$ cat config.mk
export PLATFORM = sky130hd
export DESIGN_NAME = fsd_detector
export DESIGN_NICKNAME = d
export VERILOG_FILES = /design/src/rtl/fsd_pkg.sv /design/src/rtl/fsd_syn_row.sv /design/src/rtl/fsd_flag_or.sv /design/src/rtl/fsd_out_stage.sv /design/src/rtl/fsd_detector.sv
export SDC_FILE = /design/constraint.sdc
export NUM_CORES = 1
export LEC_CHECK = 0
export BUFFER_PORTS_ARGS = -buffer_cell sky130_fd_sc_hd__buf_4
export CAP_MARGIN = 30
export CORE_MARGIN = 2
export CORE_UTILIZATION = 45
export CTS_BUF_LIST = sky130_fd_sc_hd__clkbuf_8
export DETAILED_ROUTE_END_ITERATION = 10
export PLACE_DENSITY_LB_ADDON = 0.3
export REMOVE_ABC_BUFFERS = 1
export SLEW_MARGIN = 20
export SYNTH_ARGS = -nofsm -noshare
export SYNTH_HDL_FRONTEND = slang
export SYNTH_SLANG_ARGS = --single-unit
$ cat constraint.sdc
create_clock -name clk -period 2.6 [get_ports clk]
set_clock_uncertainty 0.2 [all_clocks]
set_input_delay 0.52 -clock clk [delete_from_list [all_inputs] [get_ports clk]]
set_output_delay 0.52 -clock clk [all_outputs]
set_load 0.01 [all_outputs]
$ cat src/rtl/fsd_pkg.sv
package fsd_pkg;
  localparam int unsigned MAX_LEN = 64;

  // Rotate the low n bits of a row mask left by sh places.
  function automatic logic [MAX_LEN-1:0] rotl_mask(input logic [MAX_LEN-1:0] row,
                                                   input int unsigned sh,
                                                   input int unsigned n);
    logic [MAX_LEN-1:0] o;
    o = '0;
    for (int unsigned j = 0; j < n; j++)
      if (row[j]) o[(j + sh) % n] = 1'b1;
    return o;
  endfunction
endpackage

$ cat src/rtl/fsd_syn_row.sv
// One syndrome bit from a private XOR tree, no gate shared with other rows.
module fsd_syn_row #(
  parameter int unsigned N = 15,
  parameter logic [N-1:0] MASK = '0
) (
  input  logic [N-1:0] word,
  output logic         bit_o
);
  always_comb begin
    bit_o = 1'b0;
    for (int j = 0; j < N; j++)
      if (MASK[j]) bit_o = bit_o ^ word[j];
  end
endmodule

$ cat src/rtl/fsd_flag_or.sv
module fsd_flag_or #(
  parameter int unsigned N = 15
) (
  input  logic [N-1:0] syn,
  output logic         err
);
  assign err = |syn;
endmodule

$ cat src/rtl/fsd_out_stage.sv
module fsd_out_stage #(
  parameter int unsigned N = 15,
  parameter bit REG_OUT = 1'b1
) (
  input  logic         clk,
  input  logic         rst_n,
  input  logic         in_valid,
  output logic         in_ready,
  input  logic [N-1:0] syn_in,
  input  logic         err_in,
  output logic         out_valid,
  input  logic         out_ready,
  output logic [N-1:0] out_syn,
  output logic         out_err
);
  generate
    if (REG_OUT) begin : g_reg
      logic         v_q;
      logic [N-1:0] syn_q;
      logic         err_q;

      assign in_ready = !v_q || out_ready;

      always_ff @(posedge clk or negedge rst_n) begin
        if (!rst_n) begin
          v_q   <= 1'b0;
          syn_q <= '0;
          err_q <= 1'b0;
        end else if (in_valid && in_ready) begin
          v_q   <= 1'b1;
          syn_q <= syn_in;
          err_q <= err_in;
        end else if (out_ready) begin
          v_q <= 1'b0;
        end
      end

      assign out_valid = v_q;
      assign out_syn   = syn_q;
      assign out_err   = err_q;

      p_hold_r6: assert property (@(posedge clk) disable iff (!rst_n)
        (out_valid && !out_ready) |=> (out_valid && $stable(out_syn) && $stable(out_err)));
      p_accept_r5: assert property (@(posedge clk) disable iff (!rst_n)
        (in_valid && in_ready) |=> out_valid);
      p_drain_r5: assert property (@(posedge clk) disable iff (!rst_n)
        (out_valid && out_ready && !in_valid) |=> !out_valid);
    end else begin : g_comb
      assign in_ready  = out_ready;
      assign out_valid = in_valid;
      assign out_syn   = syn_in;
      assign out_err   = err_in;

      p_pass_r7: assert property (@(posedge clk) disable iff (!rst_n)
        in_valid |-> (out_err == (syn_in != '0)));
    end
  endgenerate
endmodule

$ cat src/rtl/fsd_detector.sv
module fsd_detector #(
  parameter int unsigned  N       = 15,
  parameter logic [N-1:0] ROW0    = 15'h008B,
  parameter int unsigned  DIST    = 5,
  parameter bit           REG_OUT = 1'b1
) (
  input  logic         clk,
  input  logic         rst_n,
  input  logic         in_valid,
  output logic         in_ready,
  input  logic [N-1:0] in_word,
  output logic         out_valid,
  input  logic         out_ready,
  output logic [N-1:0] out_syn,
  output logic         out_err
);
  logic [N-1:0] syn_c;
  logic         err_c;

  for (genvar r = 0; r < N; r++) begin : g_row
    localparam logic [fsd_pkg::MAX_LEN-1:0] ROT =
      fsd_pkg::rotl_mask(fsd_pkg::MAX_LEN'(ROW0), r, N);
    fsd_syn_row #(.N(N), .MASK(ROT[N-1:0])) u_row (
      .word (in_word),
      .bit_o(syn_c[r])
    );
  end

  fsd_flag_or #(.N(N)) u_or (.syn(syn_c), .err(err_c));

  fsd_out_stage #(.N(N), .REG_OUT(REG_OUT)) u_stage (
    .clk      (clk),
    .rst_n    (rst_n),
    .in_valid (in_valid),
    .in_ready (in_ready),
    .syn_in   (syn_c),
    .err_in   (err_c),
    .out_valid(out_valid),
    .out_ready(out_ready),
    .out_syn  (out_syn),
    .out_err  (out_err)
  );

  p_zero_word_r3: assert property (@(posedge clk) disable iff (!rst_n)
    (in_valid && in_word == '0) |-> !err_c);
  p_light_err_r4: assert property (@(posedge clk) disable iff (!rst_n)
    (in_valid && $countones(in_word) > 0 && $countones(in_word) < DIST) |-> err_c);
  p_syn_floor_r4: assert property (@(posedge clk) disable iff (!rst_n)
    (in_valid && $countones(in_word) > 0 && $countones(in_word) < DIST)
      |-> ($countones(syn_c) >= (DIST - $countones(in_word))));
endmodule

-- Word-level counts from Yosys, hierarchy flattened
Cells that the tools add are included.
- input bits: 19
- register bits: 17
- bits in latches: 0
- bits in writable memories: 0
- memories kept: 0
- bits in read-only memories: 0
- word-level logic and storage cells: 55
- div/mod/pow operators: 0
- equality and inequality tests: 0
- reduce and logical (&&, ||, !) cells: 5
- shift-type cells: 0
- $add $sub $neg: 0
- $mul: 0
- bitwise logic cells: 45
- mux-type cells: 2
- order comparisons: 0
- operators with widths (kind ; number):
    bitwise XOR 1 bit ; 45
    OR reduction 15 bit ; 1
    two-way mux 1 bit ; 2
    nonzero test 2 bit ; 1
    logical AND 1 bit ; 1
    zero test 1 bit ; 1
    logical OR 1 bit ; 1

-- Depth between registers and ports, before layout
- word-level depth: 4
- mapped depth: 5
- depth with buffers taken out: 4

-- Cells and area by module
Synthesis repeated with hierarchy kept, for this count alone.
- cells, all modules: 87
- area, all modules: 1119.8 µm²
- modules (own cells, without submodules) (module ; area an instance (µm²) ; cells an instance ; instances):
    fsd_out_stage ; 695.7 ; 37 ; 1
    fsd_syn_row ; 26.3 ; 3 ; 15
    fsd_flag_or ; 30.0 ; 5 ; 1

-- Worst setup path before layout
Ideal clock, no wire load.
- kind: input to register
- from: input out_ready
- to: register u_stage.g_reg.err_q (netlist: u_stage.out_err)
- setup time: 0.143 ns
- stages: 5
- setup slack: 0.900 ns
- arrival time: 1.357 ns
- cells stage by stage: nand2b_1 > nand2_1 > buf_2 > nor4_1 > a41oi_1
- word-level cells in the longest chain between the ends: 2
- RTL lines (what ; RTL line ; RTL):
    from (decl) ; fsd_detector.sv:13 ; input logic out_ready,
    logical OR 1 bit ; fsd_out_stage.sv:22 ; assign in_ready = !v_q || out_ready;
    logical AND 1 bit ; fsd_out_stage.sv:29 ; end else if (in_valid && in_ready) begin
    to (signal assigned) ; fsd_out_stage.sv:32 ; err_q <= err_in;
    to (decl) ; fsd_out_stage.sv:20 ; logic err_q;
No other way between the ends.
A chain may end at the register's enable or synchronous reset.

-- Worst setup path in the final report
- from: register u_stage.g_reg.v_q (netlist: u_stage.out_valid)
- to: register u_stage.g_reg.err_q (netlist: u_stage.out_err)
- word-level cells in the longest chain between the ends: 3
- RTL lines (what ; RTL line ; RTL):
    from (decl) ; fsd_out_stage.sv:18 ; logic v_q;
    from (signal assigned) ; fsd_out_stage.sv:26 ; v_q <= 1'b0;
    from (signal assigned) ; fsd_out_stage.sv:30 ; v_q <= 1'b1;
    from (signal assigned) ; fsd_out_stage.sv:34 ; v_q <= 1'b0;
    zero test 1 bit ; fsd_out_stage.sv:22 ;
    logical OR 1 bit ; fsd_out_stage.sv:22 ;
    logical AND 1 bit ; fsd_out_stage.sv:29 ;
No other way between the ends.

==> flow_metrics.env <==
export IMPL_status="complete, no violations"
export IMPL_row_count=17
export IMPL_ys_ff_latch=17
export IMPL_fin_setup_tns_ns=0
export IMPL_clk_pin_slew_worst_paths_ns=0.07
export IMPL_antenna_cells=0
export IMPL_crit_arrival_ns=1.82
export IMPL_vias=768
export IMPL_dieArea_sq_um=2790
export IMPL_post_place_cells=154
export IMPL_antenna_found_initial=0
export IMPL_h_tree_depth=1
export IMPL_vias_per_cell=4.83
export IMPL_cts_tree="built"
export IMPL_ctsRootBufferMaster="clkbuf_8"
export IMPL_cpMaxStageDelayCell="nor4_1"
export IMPL_synth_avg_cell_area_sq_um=11.1
export IMPL_critPathTopFamily="simple AND/OR/NAND/NOR gates"
export IMPL_power_leakage_nw=0.600
export IMPL_synth_cells=97
export IMPL_layout_nets=151
export IMPL_crit_path_end_kind="register"
export IMPL_rsz0062_at_grt="false"
export IMPL_finalCritPeriodShare_pct=73.7
export IMPL_clock_sinks=17
export IMPL_grt_pass1_vias=771
export IMPL_dp_hpwl_um=1670
export IMPL_hold_depth=1
export IMPL_synth_compound_area_share_pct=3.38
export IMPL_critical_path_peak_fanout=20
export IMPL_seq_area_frac_synth_pct=39.6
export IMPL_r2r_cells=4
export IMPL_worstPathCellList="nand2b_1 -> nand2_1 -> nor4_1 -> a41oi_1"
export IMPL_cts_buffers=3
export IMPL_routed_wl_um=2070
export IMPL_cts_buffer_depth=2
export IMPL_yosys_area_share_adder_pct=0
export IMPL_powerDensity_nw_per_um2=644
export IMPL_max_slew_worst_pin_slew_ns=0.709
export IMPL_drive_gt1_share_pct=29.8
export IMPL_synth_distinct_cells=15
export IMPL_wire_per_inst_um=13.0
export IMPL_synth_top_family_by_area="XOR/XNOR gates"
export IMPL_setup_violations_final=0
export IMPL_port_buffers=36
export IMPL_maxSlewHeadroom_pct=52.6
export IMPL_die_h_um=52.8
export IMPL_start_util_pct=48.1
export IMPL_yosysWarnings=0
export IMPL_worstPathRequired_ns=2.51
export IMPL_insertion_delay_ns=0.24
export IMPL_ir_worst_vdd_v=0.000486
export IMPL_hold_viol_final=0
export IMPL_antenna_left=0
export IMPL_start_kind="register"
export IMPL_synth_xor_area_share_pct=36.7
export IMPL_drv_slew=0
export IMPL_grt_max_degree=21
export IMPL_timing_critical_path_buf_inv=0
export IMPL_path_class="register to register"
export IMPL_initialDrtViolationCount=5
export IMPL_routabilityCongestion=0.886
export IMPL_fmaxAchievable_mhz=522
export IMPL_die_width_um=52.8
export IMPL_post_route_drc_count=0
export IMPL_syn_to_final_growth_pct=30.3
export IMPL_overflow=0
export IMPL_cpPeakStageDelay_ns=0.47
export IMPL_cap_violations=0
export IMPL_hold_slack_ns=0.280
export IMPL_power_uw=901
export IMPL_io_pin_count=37
export IMPL_drtPass1Iterations=4
export IMPL_layout_min_cycle_time_ns=1.92
export IMPL_grt_pass1_wl_um=3530
export IMPL_hold_path_class="register to register"
export IMPL_synthMuxAreaShare_pct=11.5
export IMPL_grt_use_total_pct=17.6
export IMPL_worst_path_stages=4
export IMPL_fin_cells=159
export IMPL_rrSetupSlack_ns=0.68
export IMPL_fp_coreArea_sq_um=2230
export IMPL_syn_area_sq_um=1070
export IMPL_yosys_area_share_simple_pct=5.48
## timing repair
action                    in CTS  in global routing
setup buffers                  0                  0
hold endpoints to repair      17                  0
hold buffers                   1                  0
resized for setup              0                  0
## cell usage in the layout (no fill, tap or decap)
cell type,n
a21oi_1,1
nor4_1,3
clkbuf_8,3
dlygate4sd3_1,1
dfrtp_1,17
o21ai_0,2
a41oi_1,1
a21o_1,1
mux2_1,11
xnor2_1,34
nand2b_1,2
o21ai_1,1
nand2_1,4
and4_1,1
buf_4,36
xor2_1,11
nor2_1,1
inv_1,1
## report_power, final
group	internal, mW	leakage [nW]	switching [mW]
Clock	0.105	0.0269	0.0885
Combinational	0.191	0.376	0.154
Sequential	0.330	0.197	0.0330
## stage by stage
step / area, sq um / worst slack (ns) / util, %
2_1_floorplan: 1040 / 0.710 / -
3_3_place_gp: 1340 / 0.541 / 60.2
3_5_place_dp: 1340 / 0.396 / 60.2
4_1_cts: 1400 / 0.642 / 62.6
5_1_grt: 1400 / 0.529 / 62.6
6_report: 1400 / 0.684 / 62.6
## cell families after synthesis
family | count (synthesis)
XOR/XNOR | 45
buffers and inverters | 7
AND/OR/NAND/NOR | 11
flip-flops | 17
multiplexers | 11
AO/OA/AOI/OAI | 6
## final timing paths
kind	startpoint	to
max	u_stage.out_valid	u_stage.out_err
min	u_stage.out_syn[14]	u_stage.out_syn[14]
max reg2reg	u_stage.out_valid	u_stage.out_err
min reg2reg	u_stage.out_syn[14]	u_stage.out_syn[14]
max in group asynchronous	rst_n	u_stage.out_err
min in group asynchronous	rst_n	u_stage.out_syn[12]
## flip-flops by register name, summed over array words and instances, names as in the netlist
name / cells
u_stage.out_syn: 15
u_stage.out_err: 1
u_stage.out_valid: 1
## area by class of cell
class	count	area [sq um]
Fill cell	183	835
Clock buffer	3	41.3
Tap cell	28	35.0
Multi-Input combinational cell	73	613
Timing Repair Buffer	37	280
Sequential cell	17	425
Clock inverter	1	3.75
## routing by layer
layer  part of all wire, %  global-route usage (%)  vias up  wire (um)
met2                    48                    28.5       23        998
li1                      -                       -      384          -
met4                  0.68                    7.69        0         14
met5                     0                       0        -          0
met3                   4.2                    2.86        2         87
met1                    47                    23.0      359        969
## synth_stat cells
| master | count | area [sq um] |
|---|---|---|
| mux2_1 | 11 | 124 |
| o21ai_1 | 1 | 5.00 |
| nor4_1 | 3 | 18.8 |
| a21oi_1 | 1 | 5.00 |
| a21o_1 | 1 | 7.51 |
| nand2_1 | 4 | 15.0 |
| a41oi_1 | 1 | 8.76 |
| xor2_1 | 11 | 96.3 |
| dfrtp_1 | 17 | 425 |
| nor2_1 | 1 | 3.75 |
| xnor2_1 | 34 | 298 |
| buf_2 | 7 | 35.0 |
| and4_1 | 1 | 8.76 |
| nand2b_1 | 2 | 12.5 |
| o21ai_0 | 2 | 10.0 |
No activity file was read; power rests on OpenSTA's default activity.
